**config.mk**
```make
export PLATFORM = sky130hd
export DESIGN_NAME = mwmr_chan_ctrl
export DESIGN_NICKNAME = d
export VERILOG_FILES = /design/src/rtl/mwmr_pkg.sv /design/src/rtl/mwmr_dp.sv /design/src/rtl/mwmr_ctl.sv /design/src/rtl/mwmr_chan_ctrl.sv
export SDC_FILE = /design/constraint.sdc
export NUM_CORES = 1
export LEC_CHECK = 0
export BUFFER_PORTS_ARGS = -buffer_cell sky130_fd_sc_hd__buf_2
export CELL_PAD_IN_SITES_DETAIL_PLACEMENT = 0
export CELL_PAD_IN_SITES_GLOBAL_PLACEMENT = 1
export CORE_MARGIN = 2
export CORE_UTILIZATION = 46
export CTS_BUF_LIST = sky130_fd_sc_hd__clkbuf_2 sky130_fd_sc_hd__clkbuf_4 sky130_fd_sc_hd__clkbuf_8
export DETAILED_ROUTE_END_ITERATION = 16
export PLACE_DENSITY_LB_ADDON = 0.2
export SLEW_MARGIN = 25
export SYNTH_ARGS = -nofsm -noshare
export SYNTH_HDL_FRONTEND = slang
export SYNTH_SLANG_ARGS = --single-unit
```
**constraint.sdc**
```tcl
create_clock -name clk -period 13.4 [get_ports clk]
set_input_delay 1.34 -clock clk [delete_from_list [all_inputs] [get_ports clk]]
set_output_delay 1.34 -clock clk [all_outputs]
set_load 0.02 [all_outputs]
```
**src/rtl/mwmr_pkg.sv**
```systemverilog
package mwmr_pkg;

  typedef enum logic [1:0] {
    OP_RD = 2'd0,
    OP_WR = 2'd1,
    OP_LL = 2'd2,
    OP_SC = 2'd3
  } memOp_e;

  typedef enum logic [1:0] {
    SEL_LOCK = 2'd0,
    SEL_STAT = 2'd1,
    SEL_BUF  = 2'd2
  } addrSel_e;

  // strobes from the sequencer to the datapath
  typedef struct packed {
    logic     ldReq;
    logic     ldStat;
    logic     initBurst;
    logic     stepBurst;
    logic     commit;
    logic     relLock;
    logic [1:0] beat;
    addrSel_e addrSel;
  } dpStrobe_t;

endpackage

```
**src/rtl/mwmr_dp.sv**
```systemverilog
module mwmr_dp
  import mwmr_pkg::*;
#(
  parameter int AW = 32,
  parameter int DW = 32,
  parameter int CW = 16,
  parameter int WW = 8,
  parameter int LW = 10
) (
  input  logic          clk,
  input  logic          rstN,
  input  dpStrobe_t     st,
  input  logic          reqWrite,
  input  logic          reqTry,
  input  logic [CW-1:0] reqItems,
  input  logic [AW-1:0] cfgLockAddr,
  input  logic [AW-1:0] cfgStatusAddr,
  input  logic [AW-1:0] cfgBufAddr,
  input  logic [WW-1:0] cfgWidthWords,
  input  logic [CW-1:0] cfgDepth,
  input  logic [DW-1:0] memRdata,
  input  logic [DW-1:0] locRdata,
  output logic [AW-1:0] memAddr,
  output logic [DW-1:0] memWdata,
  output logic [LW-1:0] locAddr,
  output logic          isWrite,
  output logic          isTry,
  output logic          enough,
  output logic          noItems,
  output logic          lastWord,
  output logic          lockFree,
  output logic          scOk
);

  logic          rWrite, rTry;
  logic [CW-1:0] rItems;
  logic [CW-1:0] stCount, stRd, stWr;
  logic [CW-1:0] curItem, itemsLeft, nextCur, wrapCur;
  logic [WW-1:0] wordIdx;
  logic [LW-1:0] locIdx;
  logic          wordLast;
  logic [AW-1:0] wordOff;

  assign isWrite  = rWrite;
  assign isTry    = rTry;
  assign noItems  = (rItems == '0);
  assign enough   = rWrite ? ((cfgDepth - stCount) >= rItems) : (stCount >= rItems);
  assign wordLast = (wordIdx == cfgWidthWords - WW'(1));
  assign lastWord = wordLast && (itemsLeft == CW'(1));
  assign wrapCur  = (curItem == cfgDepth - CW'(1)) ? '0 : curItem + CW'(1);
  assign nextCur  = (st.stepBurst && wordLast) ? wrapCur : curItem;
  assign lockFree = (memRdata == '0);
  assign scOk     = memRdata[0];
  assign locAddr  = locIdx;

  assign wordOff = AW'(curItem) * AW'(cfgWidthWords) + AW'(wordIdx);

  always_comb begin
    unique case (st.addrSel)
      SEL_LOCK: memAddr = cfgLockAddr;
      SEL_STAT: memAddr = cfgStatusAddr + (AW'(st.beat) << 2);
      SEL_BUF:  memAddr = cfgBufAddr + (wordOff << 2);
      default:  memAddr = cfgLockAddr;
    endcase
  end

  always_comb begin
    memWdata = '0;
    unique case (st.addrSel)
      SEL_LOCK: memWdata = st.relLock ? '0 : DW'(1);
      SEL_STAT: begin
        unique case (st.beat)
          2'd0:    memWdata = DW'(stCount);
          2'd1:    memWdata = DW'(stRd);
          2'd2:    memWdata = DW'(stWr);
          default: memWdata = '0;
        endcase
      end
      SEL_BUF:  memWdata = locRdata;
      default:  memWdata = '0;
    endcase
  end

  always_ff @(posedge clk) begin
    if (!rstN) begin
      rWrite    <= 1'b0;
      rTry      <= 1'b0;
      rItems    <= '0;
      stCount   <= '0;
      stRd      <= '0;
      stWr      <= '0;
      curItem   <= '0;
      itemsLeft <= '0;
      wordIdx   <= '0;
      locIdx    <= '0;
    end else begin
      if (st.ldReq) begin
        rWrite <= reqWrite;
        rTry   <= reqTry;
        rItems <= reqItems;
      end
      if (st.ldStat) begin
        unique case (st.beat)
          2'd0:    stCount <= memRdata[CW-1:0];
          2'd1:    stRd    <= memRdata[CW-1:0];
          2'd2:    stWr    <= memRdata[CW-1:0];
          default: ;
        endcase
      end
      if (st.initBurst) begin
        curItem   <= rWrite ? stWr : stRd;
        itemsLeft <= rItems;
        wordIdx   <= '0;
        locIdx    <= '0;
      end else if (st.stepBurst) begin
        locIdx <= locIdx + LW'(1);
        if (wordLast) begin
          wordIdx   <= '0;
          itemsLeft <= itemsLeft - CW'(1);
          curItem   <= wrapCur;
        end else begin
          wordIdx <= wordIdx + WW'(1);
        end
      end
      if (st.commit) begin
        if (rWrite) begin
          stCount <= stCount + rItems;
          stWr    <= nextCur;
        end else begin
          stCount <= stCount - rItems;
          stRd    <= nextCur;
        end
      end
    end
  end


  buf_index_chk: assert property (@(posedge clk) disable iff (!rstN)
    (st.addrSel == SEL_BUF) |-> (curItem < cfgDepth && wordIdx < cfgWidthWords));


  count_bound_chk: assert property (@(posedge clk) disable iff (!rstN)
    st.commit |=> (stCount <= cfgDepth));

endmodule

```
**src/rtl/mwmr_ctl.sv**
```systemverilog
module mwmr_ctl
  import mwmr_pkg::*;
(
  input  logic      clk,
  input  logic      rstN,
  input  logic      reqValid,
  input  logic      memAck,
  input  logic      isWrite,
  input  logic      isTry,
  input  logic      enough,
  input  logic      noItems,
  input  logic      lastWord,
  input  logic      lockFree,
  input  logic      scOk,
  output dpStrobe_t st,
  output logic      memReq,
  output memOp_e    memOp,
  output logic      reqReady,
  output logic      locWe,
  output logic      donePulse,
  output logic      doneOk
);

  typedef enum logic [2:0] {
    S_IDLE, S_LL, S_SC, S_SRD, S_CHK, S_BST, S_SWR
  } state_e;

  state_e     state;
  logic [1:0] beat;
  logic       okFlag;
  logic       doneP, doneOkR;
  memOp_e     lastAckOp;

  assign reqReady  = (state == S_IDLE);
  assign locWe     = (state == S_BST) && !isWrite && memAck;
  assign donePulse = doneP;
  assign doneOk    = doneOkR;

  always_comb begin
    st         = '0;
    st.beat    = beat;
    st.addrSel = SEL_LOCK;
    memReq     = 1'b0;
    memOp      = OP_RD;
    unique case (state)
      S_IDLE: st.ldReq = reqValid;
      S_LL: begin
        memReq = 1'b1;
        memOp  = OP_LL;
      end
      S_SC: begin
        memReq = 1'b1;
        memOp  = OP_SC;
      end
      S_SRD: begin
        memReq     = 1'b1;
        st.addrSel = SEL_STAT;
        st.ldStat  = memAck;
      end
      S_CHK: st.initBurst = enough && !noItems;
      S_BST: begin
        memReq       = 1'b1;
        memOp        = isWrite ? OP_WR : OP_RD;
        st.addrSel   = SEL_BUF;
        st.stepBurst = memAck;
        st.commit    = memAck && lastWord;
      end
      S_SWR: begin
        memReq     = 1'b1;
        memOp      = OP_WR;
        st.relLock = 1'b1;
        st.addrSel = (beat == 2'd3) ? SEL_LOCK : SEL_STAT;
      end
      default: ;
    endcase
  end

  always_ff @(posedge clk) begin
    if (!rstN) begin
      state     <= S_IDLE;
      beat      <= '0;
      okFlag    <= 1'b0;
      doneP     <= 1'b0;
      doneOkR   <= 1'b0;
      lastAckOp <= OP_RD;
    end else begin
      doneP <= 1'b0;
      if (memReq && memAck) lastAckOp <= memOp;
      unique case (state)
        S_IDLE: if (reqValid) state <= S_LL;
        S_LL:   if (memAck && lockFree) state <= S_SC;
        S_SC: if (memAck) begin
          beat  <= '0;
          state <= scOk ? S_SRD : S_LL;
        end
        S_SRD: if (memAck) begin
          if (beat == 2'd2) begin
            beat  <= '0;
            state <= S_CHK;
          end else begin
            beat <= beat + 2'd1;
          end
        end
        S_CHK: begin
          okFlag <= enough;
          beat   <= '0;
          state  <= (enough && !noItems) ? S_BST : S_SWR;
        end
        S_BST: if (memAck && lastWord) begin
          beat  <= '0;
          state <= S_SWR;
        end
        S_SWR: if (memAck) begin
          if (beat == 2'd3) begin
            beat <= '0;
            if (okFlag || isTry) begin
              state   <= S_IDLE;
              doneP   <= 1'b1;
              doneOkR <= okFlag;
            end else begin
              state <= S_LL;
            end
          end else begin
            beat <= beat + 2'd1;
          end
        end
        default: state <= S_IDLE;
      endcase
    end
  end


  done_pulse_chk: assert property (@(posedge clk) disable iff (!rstN)
    donePulse |=> !donePulse);


  busy_ready_chk: assert property (@(posedge clk) disable iff (!rstN)
    memReq |-> !reqReady);


  sc_after_ll_chk: assert property (@(posedge clk) disable iff (!rstN)
    (memReq && memOp == OP_SC) |-> (lastAckOp == OP_LL));

endmodule

```
**src/rtl/mwmr_chan_ctrl.sv**
```systemverilog
module mwmr_chan_ctrl
  import mwmr_pkg::*;
#(
  parameter int AW = 32,
  parameter int DW = 32,
  parameter int CW = 16,
  parameter int WW = 8,
  parameter int LW = 10
) (
  input  logic          clk,
  input  logic          rstN,
  input  logic [AW-1:0] cfgLockAddr,
  input  logic [AW-1:0] cfgStatusAddr,
  input  logic [AW-1:0] cfgBufAddr,
  input  logic [WW-1:0] cfgWidthWords,
  input  logic [CW-1:0] cfgDepth,
  input  logic          reqValid,
  input  logic          reqWrite,
  input  logic          reqTry,
  input  logic [CW-1:0] reqItems,
  output logic          reqReady,
  output logic          donePulse,
  output logic          doneOk,
  output logic          memReq,
  output logic [1:0]    memOp,
  output logic [AW-1:0] memAddr,
  output logic [DW-1:0] memWdata,
  input  logic          memAck,
  input  logic [DW-1:0] memRdata,
  output logic [LW-1:0] locAddr,
  output logic          locWe,
  output logic [DW-1:0] locWdata,
  input  logic [DW-1:0] locRdata
);

  dpStrobe_t st;
  memOp_e    opInt;
  logic      isWrite, isTry, enough, noItems, lastWord, lockFree, scOk;

  assign memOp    = opInt;
  assign locWdata = memRdata;

  mwmr_ctl uCtl (
    .clk(clk), .rstN(rstN), .reqValid(reqValid), .memAck(memAck),
    .isWrite(isWrite), .isTry(isTry), .enough(enough), .noItems(noItems),
    .lastWord(lastWord), .lockFree(lockFree), .scOk(scOk),
    .st(st), .memReq(memReq), .memOp(opInt), .reqReady(reqReady),
    .locWe(locWe), .donePulse(donePulse), .doneOk(doneOk)
  );

  mwmr_dp #(.AW(AW), .DW(DW), .CW(CW), .WW(WW), .LW(LW)) uDp (
    .clk(clk), .rstN(rstN), .st(st),
    .reqWrite(reqWrite), .reqTry(reqTry), .reqItems(reqItems),
    .cfgLockAddr(cfgLockAddr), .cfgStatusAddr(cfgStatusAddr),
    .cfgBufAddr(cfgBufAddr), .cfgWidthWords(cfgWidthWords), .cfgDepth(cfgDepth),
    .memRdata(memRdata), .locRdata(locRdata),
    .memAddr(memAddr), .memWdata(memWdata), .locAddr(locAddr),
    .isWrite(isWrite), .isTry(isTry), .enough(enough), .noItems(noItems),
    .lastWord(lastWord), .lockFree(lockFree), .scOk(scOk)
  );


  req_hold_chk: assert property (@(posedge clk) disable iff (!rstN)
    (memReq && !memAck) |=> (memReq && $stable(memOp) && $stable(memAddr) && $stable(memWdata)));

endmodule

```
==> flow_metrics.py <==
metrics = {
    "clock_tree": {
        "clk_pin_slew_ps": 80,
        "clock_latency_ps": 470,
        "cts_tree": "built",
        "cts-root-buf": "clkbuf_8",
        "cts_setup_buffers": 0,
        "cts_resized": 0,
        "htree_levels": 4,
        "cts_made_buffers": 17,
        "clk_path_buf_depth": 2,
        "hold_buffers": 0,
        "cts.sinks": 124,
    },
    "synthesis": {
        "synth_edf_count": 0,
        "async_flop_share": 0,
        "ys_warn_count": 0,
        "synth_cells": 2319,
        "synth_ff_type": "dfxtp_1",
        "yosysUniqueCellTypes": 80,
        "syn_area_per_cell_um2": 7.57,
        "ys_seq_elements": 124,
        "netlist_area_um2": 17600,
        "synth_nets": 2784,
        "ys_seq_area_frac": 0.141,
    },
    "global_routing": {
        "grt_overflow": 0,
        "grt_pass1_vias": 16569,
        "antenna_found_initial": 0,
        "grt_pass1_wl_um": 92300,
        "track_usage": 0.302,
        "grt_max_degree": 62,
    },
    "timing": {
        "max_freq_mhz": 107,
        "finalMaxSlewViolations": 0,
        "finalSetupViolCount": 0,
        "worst_pin_slew_ps": 1040,
        "relSlewSlack": 0.305,
        "min_period_over_period": 0.698,
        "finalSetupTns_ps": 0,
        "fin_skew_ps": 14.7,
        "rsz0062_at_grt": "false",
        "hold_viol": 0,
        "layout_min_cycle_time_ps": 9360,
        "fin_hold_ws_ps": 495,
    },
    "finish": {
        "area_growth_pct": 11.6,
        "num_antenna_cells": 0,
        "drive_gt1_frac": 0.171,
        "num-fill-cells": 3802,
        "multi_input_area_um2": 13500,
        "final_nets": 2973,
        "fin_cells": 3032,
        "register_area_um2": 2480,
    },
    "placed_design": {
        "place_congestion": 0.946,
        "portBuffers": 318,
        "place_inst": 3000,
        "dp_hpwl_um": 48700,
    },
    "pwr": {
        "vdd_drop_max_v": 0.0000633,
        "total_power_w": 0.00177,
        "p_leak_nw": 9.27,
        "p_per_area_nw_per_um2": 90.1,
    },
    "floorplanning": {
        "rows": 71,
        "die_h_um": 199,
        "die_area_um2": 39800,
        "die_w_um": 199,
        "coreArea_um2": 37700,
        "initial_core_util": 0.466,
        "io_pins": 319,
    },
    "worst_setup_path": {
        "critPathKind": "input port to output pin",
        "path_delay_family": "adder cells",
        "end_kind": "output pin",
        "cp.depth": 27,
        "cpMostUsedCell": "fa_1",
        "cp-startpoint": "cfgWidthWords[6]",
        "cp-start-kind": "input port",
        "r2r_start": "uDp.stCount[1]",
        "cp_slowest_cell": "fa_1",
        "crit_fanout": 19,
        "slowest_delay_ps": 540,
        "cp.required_ps": 12060,
        "rr_worst_depth": 17,
        "crit_buf_inv": 4,
        "cp.arrival_ps": 8020,
    },
    "routing": {
        "totalWireLength_um": 60900,
        "drcViolationCount": 0,
        "vias": 17503,
        "via_per_inst": 5.77,
        "drt_iter0_drc": 1294,
        "wl_per_cell_um": 20.1,
        "postRouteAntennaNets": 0,
        "first_pass_iters": 8,
    },
    "job": {
        "maxCapViolCount": 0,
    },
    "worst_hold_path": {
        "whs_path_depth": 2,
        "hold_class": "flop to flop",
        "worstHoldStart": "uCtl.okFlag",
    },
    "status": {
        "outcome": "finished clean",
    },
}
[synthesized netlist by cell type (5+ instances only)]
cell type  number  area (um^2)
xor2_1         44          385
nand4_1        32          200
a31oi_1        11         68.8
a22oi_1        16          120
or2_2           9         56.3
a221oi_1        7         61.3
a211oi_1       30          225
fa_1           97         1940
a21o_1         15          113
a211o_1         7         61.3
nand3_1        61          305
o21bai_1        5         37.5
nor2_1        170          638
o311a_1         6         60.1
buf_2           5         25.0
nor4_1         29          181
nor3_1         51          255
o211ai_1       13         97.6
buf_4          32          240
mux2i_1        32          320
mux2_2         36          405
nand2b_1       20          125
and3_1         23          144
a21oi_1       156          781
and4_1         11         96.3
clkbuf_1      116          435
o221ai_1        8         70.1
nor2b_1        19          119
o21ai_0       124          621
buf_1           7         26.3
dfxtp_1       124         2480
nand2_1       214          803
or3_1          21          131
xnor2_1       102          893
o21a_1         14          105
a222oi_1       16          160
o211a_1        13          130
nand3b_1        5         37.5
and2_1        121          757
inv_1         224          841
o22ai_1         8         50.1
o31ai_1        14          105
or4_1          11         82.6
ha_1          162         2030
o31a_1          6         52.6
[worst paths after layout]
check                                      end  slack (ps)
worst max register to register  uDp.wordIdx[6]        7930
worst min-delay path               uCtl.okFlag         500
worst min register to register     uCtl.okFlag         500
worst max-delay path               memAddr[30]        4040
[cell type report]
| class | instances | area share |
|---|---|---|
| multi-input cells | 1809 | 0.690 |
| flip-flops and latches | 124 | 0.127 |
| repair buffers | 331 | 0.0864 |
| inverters | 225 | 0.0431 |
| well taps | 511 | 0.0326 |
| clock buffers | 17 | 0.0119 |
| clock inverters | 15 | 0.00964 |
[cell families after synthesis]
kind of cell / Yosys count / share of synthesized area
adder cells (fa/ha/maj): 259 / 0.226
AO/OA/AOI/OAI: 514 / 0.192
AND/OR/NAND/NOR: 822 / 0.237
XOR/XNOR: 146 / 0.0728
buffers and inverters: 386 / 0.0901
flip-flops: 124 / 0.141
multiplexers: 68 / 0.0413
[per-layer routing]
metal / wire length [um] / global-route usage / up-vias
met4: 2580 / 0.131 / 0
met5: 0 / 0 / -
met2: 28400 / 0.506 / 630
met1: 26300 / 0.390 / 8359
met3: 3630 / 0.0385 / 110
li1: - / - / 8404
[where the power goes]
part	switching (W)	leakage [nW]	internal [W]
combinational	0.000577	8.06	0.000366
sequential	0.0000647	1.00	0.000395
clock	0.000175	0.208	0.000187
[cells in the final DEF, fill, tap and decap left out, drive strengths merged, types with 9 or more instances in the layout]
| master | instances |
|---|---|
| or4 | 11 |
| ha | 162 |
| nand2b | 20 |
| mux2 | 36 |
| a222oi | 16 |
| and4 | 11 |
| a21oi | 156 |
| mux2i | 32 |
| o31ai | 14 |
| a22oi | 16 |
| and3 | 23 |
| inv | 228 |
| fa | 97 |
| o21a | 14 |
| nand2 | 214 |
| nor4 | 29 |
| o21ai | 125 |
| xnor2 | 102 |
| nand4 | 32 |
| buf | 331 |
| xor2 | 44 |
| o211ai | 13 |
| dfxtp | 124 |
| clkbuf | 17 |
| a21o | 15 |
| nor2b | 20 |
| and2 | 121 |
| a211oi | 31 |
| nor2 | 170 |
| or2 | 9 |
| nand3 | 61 |
| nor3 | 51 |
| a31oi | 11 |
| or3 | 21 |
| o211a | 13 |
[worst register-to-register path, stage by stage (launching register included)]
cell	delay, ps
dfxtp_1	480
inv_1	200
ha_1	290
nor2b_1	140
o31ai_1	390
a21oi_1	220
a311oi_1	360
xnor2_1	170
ha_1	260
a21o_1	180
a211o_1	300
a2111oi_0	410
a21oi_1	180
o41a_1	480
nand4b_1	140
buf_4	370
nand2_1	510
nor3_1	310
[sequential cells by signal, indices dropped and copies added (netlist names)]
signal,flops
uDp.curItem,16
uDp.stCount,16
uCtl.donePulse,1
uCtl.okFlag,1
uCtl.state,3
uDp.wordIdx,8
uDp.isTry,1
uDp.itemsLeft,16
uDp.isWrite,1
uDp.rItems,16
uCtl.doneOk,1
uDp.stRd,16
uDp.stWr,16
uDp.locAddr,10
uCtl.beat,2
[per-stage QoR]
stage | instance area (um^2) | setup slack (ps) | util
final | 19600 | 4040 | 0.520
after floorplan | 17600 | 4650 | -
after CTS | 19600 | 4010 | 0.520
after detailed placement | 19200 | 4040 | 0.509
after global placement | 19200 | 4130 | 0.509
after global routing | 19600 | 3580 | 0.520
Power figures use the tool's default switching activity.
